File: src/rtl/calport_pkg.sv
package calport_pkg;

  localparam int CMD_W = 8;

  localparam logic [CMD_W-1:0] CMD_WR_OFS  = 8'h01;
  localparam logic [CMD_W-1:0] CMD_WR_GAIN = 8'h02;
  localparam logic [CMD_W-1:0] CMD_RD_OFS  = 8'h09;
  localparam logic [CMD_W-1:0] CMD_RD_GAIN = 8'h0A;

  typedef enum logic [1:0] {
    ST_CMD   = 2'd0,
    ST_WRITE = 2'd1,
    ST_READ  = 2'd2,
    ST_SKIP  = 2'd3
  } portState_e;

  typedef enum logic [1:0] {
    OP_NONE  = 2'd0,
    OP_WRITE = 2'd1,
    OP_READ  = 2'd2
  } opKind_e;

  // strobes from control to datapath
  typedef struct packed {
    logic shiftIn;
    logic loadOffset;
    logic loadGain;
    logic loadRead;
    logic readSel;   // 0 offset, 1 gain
    logic shiftOut;
    logic clearOut;
  } dpCtl_t;

  function automatic opKind_e decodeOp(input logic [CMD_W-1:0] code);
    case (code)
      CMD_WR_OFS, CMD_WR_GAIN: decodeOp = OP_WRITE;
      CMD_RD_OFS, CMD_RD_GAIN: decodeOp = OP_READ;
      default:                 decodeOp = OP_NONE;
    endcase
  endfunction

  function automatic logic decodeSel(input logic [CMD_W-1:0] code);
    decodeSel = (code == CMD_WR_GAIN) || (code == CMD_RD_GAIN);
  endfunction

endpackage

File: src/rtl/calport_sync.sv
module calport_sync #(
  parameter int           WIDTH   = 4,
  parameter int           STAGES  = 2,
  parameter logic [WIDTH-1:0] RST_VAL = '0
) (
  input  logic             clk,
  input  logic             rstN,
  input  logic [WIDTH-1:0] din,
  output logic [WIDTH-1:0] dout
);

  logic [WIDTH-1:0] stage [STAGES];

  generate
    for (genvar s = 0; s < STAGES; s++) begin : g_stage
      always_ff @(posedge clk or negedge rstN) begin
        if (!rstN) begin
          stage[s] <= RST_VAL;
        end else if (s == 0) begin
          stage[s] <= din;
        end else begin
          stage[s] <= stage[(s == 0) ? 0 : s-1];
        end
      end
    end
  endgenerate

  assign dout = stage[STAGES-1];

endmodule

File: src/rtl/calport_ctrl.sv
module calport_ctrl
  import calport_pkg::*;
#(
  parameter int DATA_W = 24
) (
  input  logic             clk,
  input  logic             rstN,
  input  logic             sclkS,
  input  logic             csNS,
  input  logic             secModeS,
  input  logic [CMD_W-1:0] cmdNext,
  output dpCtl_t           ctl,
  output logic             sclkRise,
  output logic             csIdle
);

  localparam int CNT_W = $clog2(DATA_W + 1);
  localparam logic [CNT_W-1:0] CMD_LAST  = CNT_W'(CMD_W - 1);
  localparam logic [CNT_W-1:0] DATA_LAST = CNT_W'(DATA_W - 1);

  portState_e       state, stateNext;
  logic [CNT_W-1:0] bitCnt, bitCntNext;
  logic             sel, selNext;
  logic             sclkPrev;
  opKind_e          op;

  assign csIdle   = csNS;
  assign sclkRise = sclkS & ~sclkPrev;
  assign op       = decodeOp(cmdNext);

  always_comb begin
    ctl        = '0;
    stateNext  = state;
    bitCntNext = bitCnt;
    selNext    = sel;
    if (csIdle) begin
      ctl.clearOut = 1'b1;
      stateNext    = ST_CMD;
      bitCntNext   = '0;
      selNext      = 1'b0;
    end else if (sclkRise) begin
      case (state)
        ST_CMD: begin
          ctl.shiftIn = 1'b1;
          bitCntNext  = bitCnt + 1'b1;
          if (bitCnt == CMD_LAST) begin
            bitCntNext = '0;
            selNext    = decodeSel(cmdNext);
            if (!secModeS) begin
              stateNext = ST_SKIP;
            end else if (op == OP_WRITE) begin
              stateNext = ST_WRITE;
            end else if (op == OP_READ) begin
              stateNext    = ST_READ;
              ctl.loadRead = 1'b1;
              ctl.readSel  = decodeSel(cmdNext);
            end else begin
              stateNext = ST_SKIP;
            end
          end
        end
        ST_WRITE: begin
          ctl.shiftIn = 1'b1;
          bitCntNext  = bitCnt + 1'b1;
          if (bitCnt == DATA_LAST) begin
            ctl.loadOffset = ~sel;
            ctl.loadGain   = sel;
            bitCntNext     = '0;
            stateNext      = ST_SKIP;
          end
        end
        ST_READ: begin
          bitCntNext = bitCnt + 1'b1;
          if (bitCnt == DATA_LAST) begin
            ctl.clearOut = 1'b1;
            bitCntNext   = '0;
            stateNext    = ST_SKIP;
          end else begin
            ctl.shiftOut = 1'b1;
          end
        end
        default: ;
      endcase
    end
  end

  always_ff @(posedge clk or negedge rstN) begin
    if (!rstN) begin
      state    <= ST_CMD;
      bitCnt   <= '0;
      sel      <= 1'b0;
      sclkPrev <= 1'b0;
    end else begin
      state    <= stateNext;
      bitCnt   <= bitCntNext;
      sel      <= selNext;
      sclkPrev <= sclkS;
    end
  end

endmodule

File: src/rtl/calport_dp.sv
module calport_dp
  import calport_pkg::*;
#(
  parameter int                DATA_W     = 24,
  parameter logic [DATA_W-1:0] OFFSET_RST = '0,
  parameter logic [DATA_W-1:0] GAIN_RST   = '0
) (
  input  logic              clk,
  input  logic              rstN,
  input  logic              sdiS,
  input  dpCtl_t            ctl,
  output logic [CMD_W-1:0]  cmdNext,
  output logic              sdo,
  output logic [DATA_W-1:0] offsetVal,
  output logic [DATA_W-1:0] gainVal
);

  logic [DATA_W-1:0] inShift;
  logic [DATA_W-1:0] outShift;
  logic [DATA_W-1:0] wordNext;
  logic [DATA_W-1:0] readSrc;

  assign wordNext = {inShift[DATA_W-2:0], sdiS};
  assign cmdNext  = wordNext[CMD_W-1:0];
  assign readSrc  = ctl.readSel ? gainVal : offsetVal;

  always_ff @(posedge clk or negedge rstN) begin
    if (!rstN) begin
      inShift <= '0;
    end else if (ctl.shiftIn) begin
      inShift <= wordNext;
    end
  end

  always_ff @(posedge clk or negedge rstN) begin
    if (!rstN) begin
      offsetVal <= OFFSET_RST;
      gainVal   <= GAIN_RST;
    end else begin
      if (ctl.loadOffset) offsetVal <= wordNext;
      if (ctl.loadGain)   gainVal   <= wordNext;
    end
  end

  always_ff @(posedge clk or negedge rstN) begin
    if (!rstN) begin
      outShift <= '0;
      sdo      <= 1'b0;
    end else if (ctl.clearOut) begin
      outShift <= '0;
      sdo      <= 1'b0;
    end else if (ctl.loadRead) begin
      sdo      <= readSrc[DATA_W-1];
      outShift <= {readSrc[DATA_W-2:0], 1'b0};
    end else if (ctl.shiftOut) begin
      sdo      <= outShift[DATA_W-1];
      outShift <= {outShift[DATA_W-2:0], 1'b0};
    end
  end

endmodule

File: src/rtl/calport.sv
module calport
  import calport_pkg::*;
#(
  parameter int                DATA_W      = 24,
  parameter int                SYNC_STAGES = 2,
  parameter logic [DATA_W-1:0] OFFSET_RST  = 24'h000000,
  parameter logic [DATA_W-1:0] GAIN_RST    = 24'h400000
) (
  input  logic              clk,
  input  logic              rstN,
  input  logic              sclk,
  input  logic              sdi,
  input  logic              csN,
  input  logic              secMode,
  output logic              sdo,
  output logic [DATA_W-1:0] offsetVal,
  output logic [DATA_W-1:0] gainVal
);

  localparam int PIN_W = 4;
  localparam logic [PIN_W-1:0] PIN_RST = 4'b0100; // csN idles high

  logic [PIN_W-1:0] pinsS;
  logic [CMD_W-1:0] cmdNext;
  dpCtl_t           ctl;
  logic             sclkRise;
  logic             csIdle;

  calport_sync #(
    .WIDTH  (PIN_W),
    .STAGES (SYNC_STAGES),
    .RST_VAL(PIN_RST)
  ) u_sync (
    .clk (clk),
    .rstN(rstN),
    .din ({secMode, csN, sdi, sclk}),
    .dout(pinsS)
  );

  calport_ctrl #(.DATA_W(DATA_W)) u_ctrl (
    .clk     (clk),
    .rstN    (rstN),
    .sclkS   (pinsS[0]),
    .csNS    (pinsS[2]),
    .secModeS(pinsS[3]),
    .cmdNext (cmdNext),
    .ctl     (ctl),
    .sclkRise(sclkRise),
    .csIdle  (csIdle)
  );

  calport_dp #(
    .DATA_W    (DATA_W),
    .OFFSET_RST(OFFSET_RST),
    .GAIN_RST  (GAIN_RST)
  ) u_dp (
    .clk      (clk),
    .rstN     (rstN),
    .sdiS     (pinsS[1]),
    .ctl      (ctl),
    .cmdNext  (cmdNext),
    .sdo      (sdo),
    .offsetVal(offsetVal),
    .gainVal  (gainVal)
  );

endmodule

File: config.mk
export PLATFORM = sky130hd
export DESIGN_NAME = calport
export DESIGN_NICKNAME = d
export VERILOG_FILES = /design/src/rtl/calport_pkg.sv /design/src/rtl/calport_sync.sv /design/src/rtl/calport_ctrl.sv /design/src/rtl/calport_dp.sv /design/src/rtl/calport.sv
export SDC_FILE = /design/constraint.sdc
export NUM_CORES = 1
export LEC_CHECK = 0
export BUFFER_PORTS_ARGS = -buffer_cell sky130_fd_sc_hd__buf_2
export CAP_MARGIN = 20
export CORE_MARGIN = 1.5
export CORE_UTILIZATION = 30
export DETAILED_ROUTE_END_ITERATION = 10
export HOLD_SLACK_MARGIN = 0.1
export PLACE_DENSITY = 0.53
export SETUP_SLACK_MARGIN = 0.15
export SYNTH_ARGS = -nofsm -noshare
export SYNTH_HDL_FRONTEND = slang
export SYNTH_HIERARCHICAL = 1
export SYNTH_SLANG_ARGS = --single-unit
export TNS_END_PERCENT = 5
File: constraint.sdc
create_clock -name clk -period 3.24 [get_ports clk]
set_input_delay 0.324 -clock clk [delete_from_list [all_inputs] [get_ports clk]]
set_output_delay 0.324 -clock clk [all_outputs]
set_load 0.02 [all_outputs]
### Yosys cells after proc, flatten, opt, wreduce, memory -nomap -nowiden

Index checks and enable logic that the tools add are counted.

* flip-flop bits (word level): 113
* logic and storage cells: 80
* output and inout bits: 49
* input port bits: 6

* bitwise operators: 3
* reductions and logical operators: 14
* eq/ne operators: 12
* mux-type cells: 39
* add/sub/neg operators: 1

Operator list (number)
* $mux W24: 4
* $mux W2: 14
* $mux W5: 4
* $eq A8 B4 Y1 const B: 2
* $mux W1: 12
* $pmux W5 S2: 1
* $eq A8 B1 Y1 const B: 1
* $eq A8 B2 Y1 const B: 1
* $pmux W2 S2: 2
* $reduce_or A2 Y1: 4
* $mux W7: 1
* $mux W6: 1
* $reduce_bool A2 Y1: 3
* $reduce_bool A3 Y1: 2
* $add A5 B1 Y5 const B: 1
* $eq A5 B3 Y1 const B: 1
* $eq A5 B5 Y1 const B: 1
* $eq A2 B1 Y1 const B: 2
* $eq A2 B2 Y1 const B: 2
* $reduce_and A4 Y1: 1
* $ne A3 B1 Y1 const B: 1
* $ne A3 B2 Y1 const B: 1
* $reduce_and A3 Y1: 1
* $logic_not A2 Y1: 1
* 4 further kinds: 5

### Logic depth before layout (Yosys ltp)

Gate-level depths: netlist of run 1.

* word-level depth: 14
* depth in mapped cells: 10
* mapped depth without buffers: 8

### Hierarchy

The synthesis of run 1 kept the hierarchy.

By module, submodules not included
* calport_dp: cells an instance 268, instances 1, seq. area each 2378.5 sq um, area each 4022.6 sq um
* calport_ctrl: cells an instance 75, instances 1, seq. area each 225.2 sq um, area each 649.4 sq um
* calport_sync: cells an instance 12, instances 1, seq. area each 202.7 sq um, area each 232.7 sq um

### Least setup slack after synthesis of run 1

OpenSTA, ideal clock, no wires.

* path type: reg2reg
* from: register u_dp.inShift[4]
* to: register u_dp.outShift[14]
* path buffers: 3
* library setup time: 138 ps
* setup slack: 896 ps
* data required time: 3102 ps
* period minus slack after synthesis: 2344 ps
* arrival: 2206 ps
* stages on the path, launching flop included: 10
* cell sequence: dfrtp_1 -> buf_4 -> or4_1 -> nor3b_1 -> nand4b_1 -> nor2_1 -> buf_4 -> buf_4 -> mux2i_1 -> o22ai_1

RTL lines
* start: declaration: line calport_dp.sv:18 `logic [DATA_W-1:0] inShift;`
* start signal: assignment: line calport_dp.sv:31 `inShift <= wordNext;`
* end signal: assignment: line calport_dp.sv:54 `outShift <= {readSrc[DATA_W-2:0], 1'b0};`
* end signal: assignment: line calport_dp.sv:57 `outShift <= {outShift[DATA_W-2:0], 1'b0};`
* end: declaration: line calport_dp.sv:19 `logic [DATA_W-1:0] outShift;`

==> impl_metrics.toml, run 1 <==
[outcome]
status = "finished, final reports clean"

[timing]
worstMarginPinSlew_ns = 0.9587
max_slew_margin_pct = 36.09
setup_tns_ns = 0
period_minus_slack_ns = 2.618
hold_viol_final = 0
period_share_pct = 80.79
fmax_mhz = 382.0
clock_skew_ns = 0.007239
finalSetupViolCount = 0
timing.final.ws_setup_ns = 0.6223
rsz0062_at_grt = "no"
maxSlewViolCount = 0

[critical_path]
cp_cell_sequence = "or4_1 -> nor3b_1 -> nand4b_1 -> nor2_1 -> or2_1 -> buf_4 -> o22ai_1"
r2r_end = "u_dp/outShift[19]"
r2r_start = "u_dp/inShift[4]"
path_delay_family = "simple AND/OR/NAND/NOR gates"
critical_path_class = "flip-flop to flip-flop"
max_stage_delay_ns = 0.58
r2r_slack_ns = 0.62
cp_slowest_cell = "or4_1"
critical_path.max_fanout = 18
cp.required_ns = 3.46
critPathCaptureType = "flip-flop"
rr_worst_depth = 7
cp.arrival_ns = 2.84
crit_buf_inv = 1
crit_path_start_kind = "flip-flop"

[die]
die_x_um = 130.8
start_util_pct = 30.72
fp.dieH_um = 130.8
die_area_sq_um = 17100
core_sq_um = 15940
num_rows = 46
ios = 55

[detailed_routing]
drt-pass1-iter-count = 4
dr_wl_met2_um = 4503
top_layer = "met4"
routed_wl_um = 9861
post-route-drc-count = 0
route.met3.wl_um = 458
via_per_inst = 4.692
detail_route.wl_per_cell_um = 15.88
wl_met1_um = 4770
ant_nets = 0
routed-via-count = 2914
initialDrtViolationCount = 120

[clocking]
insertion_delay_ns = 0.36
path_clk_slew_ns = 0.07
numCtsBuffers = 9
clock_path_buffers = 2
postCtsSetupBuffers = 0
cts_root_buf = "clkbuf_16"
clock_sinks = 112
htree_levels = 3
tritoncts = "built"

[finish]
mostFrequentLayoutCell = "dfrtp_1"
final_nets = 410
drive_above_1_share_pct = 35.06
fin_util_pct = 35.48
n_antenna_cell = 0
syn_to_final_growth_pct = 15.51
layout_common_cells = "dfrtp_1, buf_2, mux2_2"

[power]
p_int_mw = 2.157
power.share.sequential_pct = 54.4
p_leak_nw = 2.629
p_clk_share_pct = 40.8
p_comb_share_pct = 4.8
peakVddDrop_uv = 276.3
p_per_area_nw_per_um2 = 492.4
p_sw_uw = 628.8
sw_frac_of_total_pct = 22.57

[place]
gp_congestion = 0.7631
dp.final_hpwl_um = 6613
place_worst_setup_slack_ns = 0.6401
io_buffers = 54

[worst_hold_path]
hp-class = "input pin to async pin"

[job]
maxCapViolCount = 0

[global_routing]
grt_overflow_total = 0
grt_start_max_net_pins = 74
antenna_found_initial = 0
grt.total_usage_pct = 12.47
grt_pass1_wl_um = 15880
grt_pass1_vias = 2982

[synthesis]
avgSynthCellArea_sq_um = 13.83
ys_warn_count = 6
synth_area_sq_um = 4897
syn_nets = 364
syn_inst = 354
per-layer routing:
layer / vias to the layer above / global-route usage [%]
met3: 7 / 4.112
met5: - / 0
met4: 0 / 3.685
met1: 1505 / 16.92
met2: 54 / 19.04
li1: 1348 / -
worst max-delay path by stage:
stage,startpoint,end,slack (ns),depth (start not counted)
floorplan,u_dp/inShift[4],u_dp/outShift[14],0.90,9
CTS,u_dp/inShift[4],u_dp/outShift[19],0.62,7
detailed placement,u_dp/inShift[4],u_dp/outShift[21],0.64,7
global route,u_dp/inShift[4],u_dp/outShift[19],0.39,7
global placement,u_dp/inShift[4],u_dp/outShift[21],0.71,7
finish,u_dp/inShift[4],u_dp/outShift[19],0.62,7
power by group through the flow:
stage                     clock network (mW)  registers, mW  logic (mW)
after floorplan                            0           1.52       0.141
after global placement                     0           1.54       0.130
after detailed placement                   0           1.54       0.133
after CTS                               1.17           1.52       0.137
after global routing                    1.23           1.53       0.150
final                                   1.14           1.52       0.132
worst reg2reg max path, stage by stage, from the launching register on:
cell,delay [ns]
dfrtp_1,0.41
or4_1,0.58
nor3b_1,0.36
nand4b_1,0.23
nor2_1,0.26
or2_1,0.24
buf_4,0.26
o22ai_1,0.13
flip-flops by register name (all words and copies together), names as in the netlist:
name	cells
u_sync/stage	4
u_ctrl/state	2
u_ctrl/sel	1
u_dp/sdo	1
u_sync/dout	4
u_dp/inShift	23
u_ctrl/bitCnt	5
u_dp/outShift	23
u_ctrl/sclkPrev	1
u_dp/offsetVal	24
u_dp/gainVal	24
stage by stage:
| stage | hold WS, ns | std cells | power, mW | instance area (sq um) |
|---|---|---|---|---|
| after floorplan | 0.02841 | 354 | 1.659 | 4897 |
| after global placement | 0.3359 | 601 | 1.671 | 5309 |
| after detailed placement | 0.3362 | 601 | 1.677 | 5309 |
| after CTS | 0.1609 | 621 | 2.825 | 5657 |
| after global routing | 0.1982 | 621 | 2.903 | 5657 |
| final | 0.1235 | 621 | 2.786 | 5657 |
cell type report:
type                       count  area (sq um)
fill                        1616         10290
sequential                   112          2806
multi-input combinational    201          1829
timing repair buffer          68         412.9
tap                          216         270.3
clock buffer                  11         252.7
clock inverter                 5         55.05
inverter                       8         30.03
what timing repair did:
| action | CTS | global route |
|---|---|---|
| hold endpoints to repair | 4 | 0 |
| resized for setup | 0 | 0 |
| hold buffers | 4 | 0 |
Note: power is estimated with default switching activity, not from simulation.
==> run 2, diff against run 1 <==
--- a/config.mk
+++ b/config.mk
@@ -5,13 +5,14 @@
 export SDC_FILE = /design/constraint.sdc
 export NUM_CORES = 1
 export LEC_CHECK = 0
+export ABC_AREA = 1
 export BUFFER_PORTS_ARGS = -buffer_cell sky130_fd_sc_hd__buf_2
 export CAP_MARGIN = 20
 export CORE_MARGIN = 1.5
 export CORE_UTILIZATION = 30
 export DETAILED_ROUTE_END_ITERATION = 10
 export HOLD_SLACK_MARGIN = 0.1
-export PLACE_DENSITY = 0.53
+export PLACE_DENSITY = 0.55
 export SETUP_SLACK_MARGIN = 0.15
 export SYNTH_ARGS = -nofsm -noshare
 export SYNTH_HDL_FRONTEND = slang
==> constraint.sdc (replaced) <==
create_clock -name clk -period 2.2 [get_ports clk]
set_input_delay 0.22 -clock clk [delete_from_list [all_inputs] [get_ports clk]]
set_output_delay 0.22 -clock clk [all_outputs]
set_load 0.02 [all_outputs]
==> impl_metrics.toml, run 2 <==
[synthesis]
syn_nets = 649
syn_inst = 639
ys_warn_count = 6
synth_area_sq_um = 5186
avgSynthCellArea_sq_um = 8.116

[detailed_routing]
post-route-drc-count = 0
ant_nets = 0
routed_wl_um = 11620
routed-via-count = 4001
initialDrtViolationCount = 259
via_per_inst = 4.349
detail_route.wl_per_cell_um = 12.63
drt-pass1-iter-count = 4

[clocking]
cts_root_buf = "clkbuf_16"
tritoncts = "built"
insertion_delay_ns = 0.35
path_clk_slew_ns = 0.07
clock_path_buffers = 2
htree_levels = 3
numCtsBuffers = 9
clock_sinks = 112

[critical_path]
cpMostUsedCell = "nand2_1"
cp_slowest_cell = "dfrtp_1"
critical_path_class = "flip-flop to flip-flop"
cp.required_ns = 2.49
path_delay_family = "simple AND/OR/NAND/NOR gates"
crit_path_start_kind = "flip-flop"
cp.arrival_ns = 2.31
cp_cell_sequence = "ha_2 -> nand2_1 -> inv_2 -> nand2_4 -> nor3_4 -> nand3_2 -> nor2_4 -> inv_2 -> buf_12 -> nand2_1 -> nand3_1 -> nand2_1 -> nand2_1 -> nand2_1"
r2r_slack_ns = 0.18
critPathCaptureType = "flip-flop"
critical_path.max_fanout = 24
max_stage_delay_ns = 0.39
crit_buf_inv = 3

[place]
place_worst_setup_slack_ns = 0.08521
gp_congestion = 0.8203
dp.final_hpwl_um = 7922
io_buffers = 54
dpl-instance-area_sq_um = 5682

[power]
sw_frac_of_total_pct = 24.57
p_comb_share_pct = 6.0
peakVddDrop_uv = 545.1
power_mw = 4.197
p_leak_nw = 3.174
p_clk_share_pct = 39.2
p_int_mw = 3.166
power.share.sequential_pct = 54.9
p_sw_mw = 1.031
p_per_area_nw_per_um2 = 683.0

[die]
die_x_um = 134.5
die_area_sq_um = 18080
fp.dieH_um = 134.5
core_sq_um = 16760
start_util_pct = 30.94
ios = 55
num_rows = 47

[timing]
timing.final.ws_setup_ns = 0.1833
period_minus_slack_ns = 2.017
fmax_mhz = 495.9
maxSlewViolCount = 0
setup_tns_ns = 0
clock_skew_ns = 0.007131
period_share_pct = 91.67
rsz0062_at_grt = "yes"
hold_viol_final = 0
finalSetupViolCount = 0
worstMarginPinSlew_ns = 0.5022
max_slew_margin_pct = 66.41

[finish]
syn_to_final_growth_pct = 18.48
final_nets = 705
reg_top3 = "u_dp/gainVal x24, u_dp/offsetVal x24"
fin_area_sq_um = 6145
mostFrequentLayoutCell = "nand2_1"
n_antenna_cell = 0
layout_common_cells = "nand2_1, dfrtp_1, inv_1"
drive_above_1_share_pct = 18.57
fill_cells = 1764

[global_routing]
grt_start_max_net_pins = 69
antenna_found_initial = 0
grt.total_usage_pct = 13.73
grt_pass1_wl_um = 19630
grt_pass1_vias = 3797
grt_overflow_total = 0

[job]
maxCapViolCount = 0

[worst_hold_path]
hp-class = "input pin to async pin"

[outcome]
status = "finished, final reports clean"
-- run 2: final timing paths --
path | startpoint | depth (start not counted) | to
min reg2reg | u_sync/stage[5] | 0 | u_sync/dout[1]
max in group asynchronous | rstN | 3 | u_dp/gainVal[22]
max reg2reg | u_ctrl/bitCnt[0] | 14 | u_dp/outShift[17]
max | u_ctrl/bitCnt[0] | 14 | u_dp/outShift[17]
min in group clk | u_sync/stage[5] | 0 | u_sync/dout[1]
min | rstN | 2 | u_sync/stage[5]
-- run 2: area by class of cell --
class,instances,area [sq um],share of cell area (%)
Sequential cell,112,2806,45.67
Multi-Input combinational cell,409,1879,30.58
Timing Repair Buffer,86,599.3,9.754
Inverter,77,289.0,4.704
Tap cell,220,275.3,4.480
Clock buffer,10,229.0,3.726
Clock inverter,6,66.31,1.079
-- run 2: power groups by stage --
stage / Sequential [mW] / Combinational (mW) / Clock [mW]
after floorplan: 2.30 / 0.203 / 0
after global placement: 2.34 / 0.236 / 0
after detailed placement: 2.34 / 0.239 / 0
after CTS: 2.30 / 0.249 / 1.72
after global routing: 2.32 / 0.296 / 1.79
final: 2.30 / 0.251 / 1.64
-- run 2: through the flow --
step	hold slack, ns	cells	util [%]
floorplan	-0.07559	639	-
global placement	0.1488	893	33.90
detailed placement	0.1508	893	33.90
CTS	0.3007	915	36.05
global route	0.3287	920	36.66
finish	0.3030	920	36.66
-- run 2: timing repair --
action	CTS	global route
hold endpoints to repair	34	0
cloned	1	0
gates resized for setup	2	13
hold buffers	5	0
pin swaps	1	5
setup buffers	0	5
endpoints found under the setup margin	24	28
-- run 2: routing by layer --
layer | routed length [um] | GRT usage, % | vias to the layer above | part of all wire (%)
li1 | - | - | 2064 | -
met1 | 5938 | 19.76 | 1856 | 51
met2 | 5117 | 20.40 | 75 | 44
met3 | 469 | 3.116 | 6 | 4.0
met4 | 98 | 4.600 | 0 | 0.84
met5 | 0 | 0 | - | 0
-- run 2: worst reg2reg max path: stages, from the launching register on --
cell and delay [ns]:
dfrtp_1 0.39, ha_2 0.20, nand2_1 0.07, inv_2 0.09, nand2_4 0.07, nor3_4 0.23, nand3_2 0.15, nor2_4 0.20
inv_2 0.06, buf_12 0.15, nand2_1 0.09, nand3_1 0.09, nand2_1 0.07, nand2_1 0.04, nand2_1 0.05
==> run 3, diff against run 2 <==
--- a/config.mk
+++ b/config.mk
@@ -6,13 +6,13 @@
 export NUM_CORES = 1
 export LEC_CHECK = 0
 export ABC_AREA = 1
-export BUFFER_PORTS_ARGS = -buffer_cell sky130_fd_sc_hd__buf_2
 export CAP_MARGIN = 20
 export CORE_MARGIN = 1.5
 export CORE_UTILIZATION = 30
 export DETAILED_ROUTE_END_ITERATION = 10
+export DONT_BUFFER_PORTS = 1
 export HOLD_SLACK_MARGIN = 0.1
-export PLACE_DENSITY = 0.55
+export PLACE_DENSITY = 0.52
 export SETUP_SLACK_MARGIN = 0.15
 export SYNTH_ARGS = -nofsm -noshare
 export SYNTH_HDL_FRONTEND = slang
==> impl_metrics.toml, run 3 (same netlist as run 2, synthesis figures left out) <==
[timing]
worstMarginPinSlew_ns = 0.5093
finalSetupViolCount = 0
fmax_mhz = 500.2
holdWs_ns = -0.4456
timing.final.ws_setup_ns = 0.2008
setup_tns_ns = 0
rsz0062_at_grt = "yes"
clock_skew_ns = 0.008001
hold_viol_final = 112
period_share_pct = 90.87
max_slew_margin_pct = 65.94
maxSlewViolCount = 0
period_minus_slack_ns = 1.999

[job]
maxCapViolCount = 0

[place]
io_buffers = 0
dpl-instance-area_sq_um = 5401
place_worst_setup_slack_ns = -0.06941
gp_congestion = 0.8562
dp.final_hpwl_um = 7808

[critical_path]
cp.arrival_ns = 2.24
r2r_end = "u_dp/outShift[1]"
critPathCaptureType = "flip-flop"
critical_path.max_fanout = 12
critical_path_class = "flip-flop to flip-flop"
rr_worst_depth = 13
cp.required_ns = 2.44
crit_path_start_kind = "flip-flop"
r2r_start = "u_ctrl/bitCnt[1]"
r2r_slack_ns = 0.20

[die]
start_util_pct = 30.94
num_rows = 47
die_area_sq_um = 18080
die_x_um = 134.5
fp.dieH_um = 134.5
ios = 55
core_sq_um = 16760

[detailed_routing]
detail_route.wl_per_cell_um = 13.61
drt-pass1-iter-count = 4
routed-via-count = 3867
post-route-drc-count = 0
initialDrtViolationCount = 219
ant_nets = 0
via_per_inst = 4.476
routed_wl_um = 11760

[worst_hold_path]
hp-class = "input pin to async pin"

[clocking]
insertion_delay_ns = 0.36
postCtsHoldBufs = 4
tritoncts = "built"
clock_sinks = 112
clock_path_buffers = 2
cts_root_buf = "clkbuf_16"
htree_levels = 3
numCtsBuffers = 9
path_clk_slew_ns = 0.07

[finish]
reg_top3 = "u_dp/gainVal x24, u_dp/offsetVal x24"
final_nets = 649
drive_above_1_share_pct = 11.18
n_antenna_cell = 0
layout_common_cells = "nand2_1, dfrtp_1, inv_1"
mostFrequentLayoutCell = "nand2_1"
fin_area_sq_um = 5861
fin_util_pct = 34.97
syn_to_final_growth_pct = 13.00

[global_routing]
grt_overflow_total = 0
grt_pass1_vias = 3829
grt.total_usage_pct = 13.75
antenna_found_initial = 0
grt_start_max_net_pins = 113
grt_pass1_wl_um = 19380

[outcome]
violations = "negative hold slack"
status = "complete, but fails checks"

[power]
p_leak_nw = 2.858
p_per_area_nw_per_um2 = 735.5
peakVddDrop_uv = 362.4
run 3: changes by cell type in the layout (fill, tap and decap cells not counted), moves of 2 or more:
cell | previous run | this run
nor2_4 | 2 | 5
nor2_2 | 4 | 2
buf_2 | 53 | 0
inv_1 | 71 | 73
clkinvlp_4 | 0 | 2
buf_12 | 5 | 3
inv_2 | 6 | 4
inv_6 | 2 | 0
clkinv_2 | 2 | 0
run 3: worst max-delay path by stage:
stage / startpoint / endpoint
final: u_ctrl/bitCnt[1] / u_dp/outShift[1]
after detailed placement: u_ctrl/state[0] / u_dp/outShift[11]
after CTS: u_ctrl/bitCnt[1] / u_dp/outShift[18]
after global placement: u_ctrl/state[0] / u_dp/sdo
after floorplan: u_ctrl/state[0] / u_dp/outShift[10]
after global routing: u_ctrl/bitCnt[1] / u_dp/outShift[1]
run 3: through the flow:
stage	instances	power, mW
after CTS	860	4.372
after global routing	864	4.488
after detailed placement	839	2.533
after floorplan	639	2.502
final	864	4.311
after global placement	839	2.525
run 3: repair_timing:
item,CTS,global route
hold endpoints to repair,116,112
setup endpoints to repair,24,24
pin swaps,1,2
setup buffers,0,3
gates cloned,1,1
resized for setup,1,7
run 3: cell type report:
type | instances | area [sq um]
Timing Repair Buffer | 29 | 272.8
Sequential cell | 112 | 2806
Clock buffer | 10 | 239.0
Multi-Input combinational cell | 410 | 1886
Fill cell | 1747 | 10900
Inverter | 77 | 289.0
Tap cell | 220 | 275.3
Clock inverter | 6 | 92.59
run 3: layer usage:
| layer | vias to the layer above | wire, um | global-route usage [%] |
|---|---|---|---|
| met1 | 1831 | 5487 | 17.21 |
| met2 | 66 | 5495 | 22.51 |
| li1 | 1954 | - | - |
| met4 | 0 | 206 | 5.078 |
| met3 | 16 | 574 | 4.092 |
| met5 | - | 0 | 0 |
run 3: power by group:
group	total, mW	leakage [nW]	internal (mW)	switching (mW)
clock	1.80	0.155	1.03	0.767
combinational	0.215	1.22	0.0935	0.122
sequential	2.29	1.49	2.18	0.117
run 3: worst max-delay path, stage by stage (launching register included):
cell and delay, ns:
dfrtp_1 0.37, ha_2 0.20, nand2_1 0.08, inv_2 0.09
nand2_2 0.08, nor3_4 0.17, nand3_2 0.15, nor2_4 0.12
buf_6 0.12, buf_4 0.18, nor3_4 0.07, buf_12 0.14
nand2_1 0.05, o21ai_0 0.07
